### src/rtl/tmr16_pkg.sv
package tmr16_pkg;

    // What the counter register does on a given edge
    typedef enum logic [1:0] {
        CNT_HOLD = 2'd0,
        CNT_LOAD = 2'd1,
        CNT_INC  = 2'd2,
        CNT_WRAP = 2'd3
    } cnt_action_e;

    // Byte-bus strobes grouped together
    typedef struct packed {
        logic wr_lo;
        logic wr_hi;
        logic rd_lo;
        logic rd_hi;
    } bus_strobe_t;

    // Bus load beats counting; wrap replaces increment at the top value
    function automatic cnt_action_e pick_action(
        input logic load_req,
        input logic step,
        input logic at_top
    );
        if (load_req)
            return CNT_LOAD;
        else if (step && at_top)
            return CNT_WRAP;
        else if (step)
            return CNT_INC;
        else
            return CNT_HOLD;
    endfunction

endpackage

### src/rtl/tmr16_lobuf.sv
module tmr16_lobuf #(
    parameter int HALF_W = 8
) (
    input  logic              clk,
    input  logic              rst,
    input  logic              wr_lo,
    input  logic              rd_hi,
    input  logic [HALF_W-1:0] wdata,
    input  logic [HALF_W-1:0] live_lo,
    output logic [HALF_W-1:0] buf_q
);

    // A host write wins over a capture from a high-byte read
    always_ff @(posedge clk) begin
        if (rst)
            buf_q <= '0;
        else if (wr_lo)
            buf_q <= wdata;
        else if (rd_hi)
            buf_q <= live_lo;
    end

endmodule

### src/rtl/tmr16_core.sv
module tmr16_core
    import tmr16_pkg::*;
#(
    parameter int HALF_W = 8
) (
    input  logic                clk,
    input  logic                rst,
    input  logic                run_en,
    input  logic                tick,
    input  logic                wr_hi,
    input  logic [HALF_W-1:0]   wdata,
    input  logic [HALF_W-1:0]   buf_lo,
    output logic [2*HALF_W-1:0] cnt_q,
    output logic [2*HALF_W-1:0] preload_q,
    output logic                wrap_q
);

    localparam int CNT_W = 2 * HALF_W;
    localparam logic [CNT_W-1:0] CNT_TOP = {CNT_W{1'b1}};

    cnt_action_e      act;
    logic [CNT_W-1:0] load_val;

    assign load_val = {wdata, buf_lo};
    assign act      = pick_action(wr_hi, run_en & tick, cnt_q == CNT_TOP);

    always_ff @(posedge clk) begin
        if (rst) begin
            cnt_q     <= '0;
            preload_q <= '0;
            wrap_q    <= 1'b0;
        end else begin
            wrap_q <= 1'b0;
            unique case (act)
                CNT_LOAD: begin
                    cnt_q     <= load_val;
                    preload_q <= load_val;
                end
                CNT_INC:  cnt_q <= cnt_q + 1'b1;
                CNT_WRAP: begin
                    cnt_q  <= preload_q;
                    wrap_q <= 1'b1;
                end
                default:  cnt_q <= cnt_q;
            endcase
        end
    end

endmodule

### src/rtl/tmr16_divout.sv
module tmr16_divout (
    input  logic clk,
    input  logic rst,
    input  logic wrap_now,
    output logic div_q
);

    // Toggles on the same edge that raises the overflow pulse
    always_ff @(posedge clk) begin
        if (rst)
            div_q <= 1'b0;
        else if (wrap_now)
            div_q <= ~div_q;
    end

endmodule

### src/rtl/tmr16_bytebuf.sv
module tmr16_bytebuf
    import tmr16_pkg::*;
#(
    parameter int HALF_W = 8
) (
    input  logic              clk,
    input  logic              rst,
    input  logic              run_en,
    input  logic              tick,
    input  logic              wr_lo,
    input  logic              wr_hi,
    input  logic              rd_lo,
    input  logic              rd_hi,
    input  logic [HALF_W-1:0] wdata,
    output logic [HALF_W-1:0] rdata,
    output logic              ovf_pulse,
    output logic              div_out
);

    localparam int CNT_W = 2 * HALF_W;

    bus_strobe_t       bus;
    logic [CNT_W-1:0]  cnt_q;
    logic [CNT_W-1:0]  preload_q;
    logic [HALF_W-1:0] lobuf_q;
    logic              wrap_q;
    logic              wrap_now;

    assign bus = '{wr_lo: wr_lo, wr_hi: wr_hi, rd_lo: rd_lo, rd_hi: rd_hi};

    // The next edge wraps when an enabled tick meets the top value without a load
    assign wrap_now = run_en & tick & ~bus.wr_hi & (&cnt_q);

    tmr16_lobuf #(.HALF_W(HALF_W)) u_lobuf (
        .clk     (clk),
        .rst     (rst),
        .wr_lo   (bus.wr_lo),
        .rd_hi   (bus.rd_hi),
        .wdata   (wdata),
        .live_lo (cnt_q[HALF_W-1:0]),
        .buf_q   (lobuf_q)
    );

    tmr16_core #(.HALF_W(HALF_W)) u_core (
        .clk       (clk),
        .rst       (rst),
        .run_en    (run_en),
        .tick      (tick),
        .wr_hi     (bus.wr_hi),
        .wdata     (wdata),
        .buf_lo    (lobuf_q),
        .cnt_q     (cnt_q),
        .preload_q (preload_q),
        .wrap_q    (wrap_q)
    );

    tmr16_divout u_div (
        .clk      (clk),
        .rst      (rst),
        .wrap_now (wrap_now),
        .div_q    (div_out)
    );

    assign ovf_pulse = wrap_q;

    always_comb begin
        if (bus.rd_hi)
            rdata = cnt_q[CNT_W-1:HALF_W];
        else if (bus.rd_lo)
            rdata = lobuf_q;
        else
            rdata = '0;
    end

endmodule

### config.mk
export PLATFORM = sky130hd
export DESIGN_NAME = tmr16_bytebuf
export DESIGN_NICKNAME = d
export VERILOG_FILES = /design/src/rtl/tmr16_pkg.sv /design/src/rtl/tmr16_lobuf.sv /design/src/rtl/tmr16_core.sv /design/src/rtl/tmr16_divout.sv /design/src/rtl/tmr16_bytebuf.sv
export SDC_FILE = /design/constraint.sdc
export NUM_CORES = 1
export LEC_CHECK = 0
export BUFFER_PORTS_ARGS = -buffer_cell sky130_fd_sc_hd__buf_2
export CAP_MARGIN = 20
export CORE_MARGIN = 2
export CORE_UTILIZATION = 57
export CTS_CLUSTER_DIAMETER = 30
export DETAILED_ROUTE_END_ITERATION = 7
export PLACE_DENSITY = 0.78
export REMOVE_ABC_BUFFERS = 1
export SLEW_MARGIN = 5
export SYNTH_ARGS = -nofsm -noshare
export SYNTH_HDL_FRONTEND = slang
export SYNTH_SLANG_ARGS = --single-unit
### constraint.sdc
create_clock -name clk -period 2.5 [get_ports clk]
set_input_delay 0.25 -clock clk [delete_from_list [all_inputs] [get_ports clk]]
set_output_delay 0.25 -clock clk [all_outputs]
set_load 0.02 [all_outputs]
# Word-level counts from Yosys, hierarchy flattened
# Index checks and enable logic that the tools add are counted.
# Widths: inputs -> output; s select.
# totals
word_cells	28
reg_bits	42
# classes
reduce_logical	4
n_eq_ne	4
mux	9
add_sub_neg	1
bitwise_logic	5
# op_table
operator	count
$pmux 16 s3	1
$mux 8	4
$add 16x1->16 const B	1
$eq 16x16->1 const B	1
$reduce_and 16->1	1
$mux 2	3
$eq 2x2->1 const B	2
$and 1x1->1	3
$reduce_bool 3->1	1
$eq 2x1->1 const B	1
$not 1->1	2
$reduce_bool 2->1	1
$logic_and 1x1->1	1
$mux 1	1

# Depth between registers and ports, before layout
# logic_depth
ltp_word	6
ltp_mapped	7
mapped_depth_nobuf	6

# By module
# Synthesis repeated with hierarchy kept, for this count alone.
# hier_totals
cells_unflattened	262
area_unflattened_um2	2242.2
# by_module_without_submodules
mod	area_each_um2	instances	cells_each
tmr16_core	1710.4	1	204
tmr16_lobuf	369.1	1	35
tmr16_bytebuf	130.1	1	20
tmr16_divout	32.5	1	3

# Worst setup path after synthesis
# Ideal clock, no wire load.
# synth_timing
kind	register to register
startpoint	reg u_core.cnt_q[0]
endpoint	reg u_core.cnt_q[1]
period_less_slack_ps	2071
setup_slack_ps	429
stages_incl_launch_ff	7
arrival_ps	1943
setup_ps	128
path_cell_list	dfxtp_1 ha_1 nand3_1 or4_4 mux2_1 a222oi_1 nor2_1
# synth_between
elab_chain_cells	6
elab_cells_between_ends	10
classes_between	1 x add/sub; 4 x eq/ne; 3 x mux; 2 x reduce/logical
# synth_rtl
item	line_no	source
start, declared	tmr16_core.sv:13	output logic [2*HALF_W-1:0] cnt_q,
start signal, assigned	tmr16_core.sv:36	cnt_q <= load_val;
start signal, assigned	tmr16_core.sv:39	CNT_INC: cnt_q <= cnt_q + 1'b1;
start signal, assigned	tmr16_core.sv:41	cnt_q <= preload_q;
$eq 16x16->1	tmr16_core.sv:25	assign act = pick_action(wr_hi, run_en & tick, cnt_q == CNT_TOP);
$logic_and 1x1->1	tmr16_pkg.sv:27	else if (step && at_top)
$mux 2	tmr16_pkg.sv:27	
$mux 2	tmr16_pkg.sv:25	if (load_req)
$eq 2x2->1 or $eq 2x1->1 (tied branches)	tmr16_core.sv:34	unique case (act)
$pmux 16 s3 or $reduce_bool 3->1 (tied branches)	--	
# Parallel ways exist; a longest one is shown, timed or not.
# A chain may end at the register's enable or synchronous reset.

# Final worst setup path
# layout_timing
startpoint	reg u_core.cnt_q[11]
endpoint	reg u_core.cnt_q[3]
# layout_between
elab_chain_cells	6
elab_cells_between_ends	9
classes_between	4 x eq/ne; 3 x mux; 2 x reduce/logical
# layout_rtl
item	line_no
$eq 16x16->1 (*)	tmr16_core.sv:25
$logic_and 1x1->1 (*)	tmr16_pkg.sv:27
$mux 2 (*)	tmr16_pkg.sv:27
$mux 2 (*)	tmr16_pkg.sv:25
$eq 2x2->1 or $eq 2x1->1 (tied branches)	tmr16_core.sv:34
$pmux 16 s3 or $reduce_bool 3->1 (tied branches)	--
# Every way passes the cells marked *; elsewhere a longest branch is shown, timed or not.

==> impl_summary.txt <==
----------------------------------------------------
[Pwr]
  Switching power summed over all nets ... 386.9 µW
  Peak supply drop ... 0.3787 mV
  Leakage Power ... 0.0009750 µW
  Combinational fraction of design power ... 12.7%
  Cell internal pwr ... 997.5 µW
  Seq pwr share ... 53.9%
  P per Cell Area ... 567.7 mW/mm²
  Sw Ratio ... 27.95%
  Portion of total power attributed to the clock network ... 33.3%

[Setup path]
  Startpoint type of the worst setup path ... register
  Start-to-end type of the worst setup path ... register to register
  Required time at the endpoint of the critical path ... 2670 ps
  Worst Path Max Fanout ... 12
  Crit path capture type ... register
  Arrival time worst endpoint ... 2550 ps

[Yosys]
  Number of synthesized register bits ... 42
  Synth Area per Inst ... 8.151 µm²
  Number of distinct library cell variants in the gate-level netlist after synthesis ... 48
  Sequential element share of the synthesized area ... 38.20%
  Post-synth EDFFs ... 0
  Synth warnings ... 0
  Synthesized instance count ... 270
  Cell area after synthesis ... 0.002201 mm²
  Async set-reset flop share out of synthesis ... 0%
  Dominant synthesized flop cell ... dfxtp_1

[Timing]
  Final total negative setup slack ... 0 ps
  Hold slack final ... 197.4 ps
  Maximum achievable frequency ... 420.4 MHz
  Worst relative slew slack ... 50.68%
  RSZ-0062 raised after global routing ... no
  Final hold viol count ... 0
  Clock period minus worst slack ... 2379 ps
  Post-route fraction of the period consumed by the critical path ... 95.15%
  Clock tree skew after final layout ... 11.59 ps
  Max-slew violation count ... 0
  Measured slew at the worst slew-check pin ... 737.1 ps
  Final-report setup violation count ... 0
  Setup slack after layout ... 121.2 ps

[Drt]
  Wire length reported by the detailed router ... 5531 µm
  Remaining DRCs ... 0
  1st-iter DRT viols ... 198
  Number of optimization iterations in the first detailed-route pass ... 8
  Remaining antenna violation count ... 0
  Total via count after detailed routing ... 2081
  Per-cell via count in the routed design ... 6.193
  Wirelength per Cell ... 16.46 µm

[Clock network]
  Deepest clock path buffer count ... 2
  Clock root cell ... clkbuf_8
  Cts-stage hold buffer count ... 0
  Clk pin slew, worst setup/hold paths ... 80 ps
  Number of buffers created by CTS ... 5
  CTS tree ... yes
  H-tree lvl count ... 2
  Post CTS Setup Buffer Count ... 0
  Gates resized, CTS repair ... 1
  Clk sinks ... 42
  Later-pin clock latency in the skew report ... 300 ps

[Floorplanning]
  Initial Util ... 59.67%
  Row count ... 22
  Die outline height ... 66.14 µm
  Die outline width ... 66.14 µm
  I/O pins ... 26
  Core region area ... 0.003689 mm²
  Total Die Area ... 0.004375 mm²

[Placed design]
  Cell area reported after detailed placement ... 0.002335 mm²
  DP Worst Slack ... 125.2 ps
  Routability congestion estimate from global placement ... 0.9031
  Count of input and output buffers ... 25
  # placed instances ... 328
  Placed wire-length estimate ... 3801 µm

[Global route]
  Initial antenna violation count ... 0
  First-pass GRT wire length ... 9259 µm
  Largest net degree at the start of global routing ... 28
  Overflow left after global routing ... 0
  Number of global-route vias before repair ... 1957
  Overall Global Routing Usage ... 27.80%

[Finish]
  Most common cell after layout, fill and taps aside ... dfxtp_1
  Top library cells by usage in the layout, fill and taps aside ... 40 x dfxtp_1, 39 x nor2_1, 29 x nand2_1
  Number of diodes added for antenna fixing ... 0
  Finished Layout Cells ... 336
  # nets final ... 304
  Area Overhead vs Synth ... 10.80%
  Area of all placed cells without fillers ... 0.002439 mm²
  Fraction of layout cells with a size suffix above 1 ... 16.67%

[Status]
  Run status ... finished clean

[Flow run]
  Max-cap viol count ... 0

[Worst hold path]
  Kind of path behind the tightest hold check ... primary input to register

----------------------------------------------------
-- metrics by stage --
step                      total power [µW]  util (%)
after floorplan                      845.1         -
after global placement               927.3     63.30
after detailed placement             932.1     63.30
after CTS                             1382     65.91
after global routing                  1440     66.11
final                                 1384     66.11
-- state kept, by name, summed over array words and instances, names as in the netlist --
name / cells
u_core.wrap_q: 1
u_lobuf.buf_q: 8
u_core.cnt_q: 16
u_core.preload_q: 16
u_div.div_q: 1
-- path summary, 6_finish.rpt --
path,from,endpoint,slack [ps],cells past startpoint
worst min register to register,u_core.preload_q[8],u_core.cnt_q[8],460,2
worst max-delay path,u_core.cnt_q[11],u_core.cnt_q[3],120,6
worst max register to register,u_core.cnt_q[11],u_core.cnt_q[3],120,6
worst min-delay path,wdata[0],u_lobuf.buf_q[0],200,3
-- cells in the mapped netlist, types with 4 or more instances --
| library cell | n | share of area [%] |
|---|---|---|
| a22oi_1 | 6 | 2.0 |
| nor2b_1 | 4 | 1.1 |
| clkbuf_1 | 13 | 2.2 |
| nand2_1 | 29 | 4.9 |
| nor2_1 | 39 | 6.7 |
| nand4_1 | 5 | 1.4 |
| buf_1 | 4 | 0.68 |
| a21oi_1 | 18 | 4.1 |
| o21ai_0 | 15 | 3.4 |
| nor4_1 | 4 | 1.1 |
| a211oi_1 | 4 | 1.4 |
| mux2i_1 | 21 | 9.6 |
| nor3_1 | 5 | 1.1 |
| nand3_1 | 5 | 1.1 |
| nand2b_1 | 4 | 1.1 |
| dfxtp_1 | 42 | 38 |
-- layer usage --
metal  up-vias  global-route usage (%)  part of all wire [%]
met4         0                   12.24                   2.0
met1       976                   36.06                    43
met2        80                   44.50                    47
met5         -                       0                     0
li1       1014                       -                     -
met3        11                   5.622                   7.4
-- power groups by stage --
stage / combinational, µW / sequential (µW) / clock [µW]
final: 176 / 747 / 462
after global routing: 196 / 752 / 493
after CTS: 175 / 744 / 463
after detailed placement: 172 / 760 / 0
after global placement: 168 / 759 / 0
after floorplan: 97.5 / 748 / 0
-- cell families after synthesis --
family	synth area share (%)
AO/OA/AOI/OAI	20.64
XOR/XNOR	1.990
adder cells (fa/ha/maj)	0.5684
buffers and inverters	4.889
flip-flops	38.20
multiplexers	11.09
AND/OR/NAND/NOR	22.63
-- critical path: stages (launching register included) --
cell       delay [ps]
dfxtp_1           530
nand4_4           190
or4_4             590
buf_4             200
o21ai_0           120
o21ai_0           170
a2111oi_1         450
-- final cells by class --
class | count | area (µm²)
multi-input cells | 204 | 1259
clock buffers | 6 | 82.58
clock inverters | 2 | 12.51
well taps | 48 | 60.06
flip-flops and latches | 42 | 843.3
fillers | 333 | 1250
inverters | 3 | 11.26
repair buffers | 31 | 170.2
(Power assumes the default switching activity.)
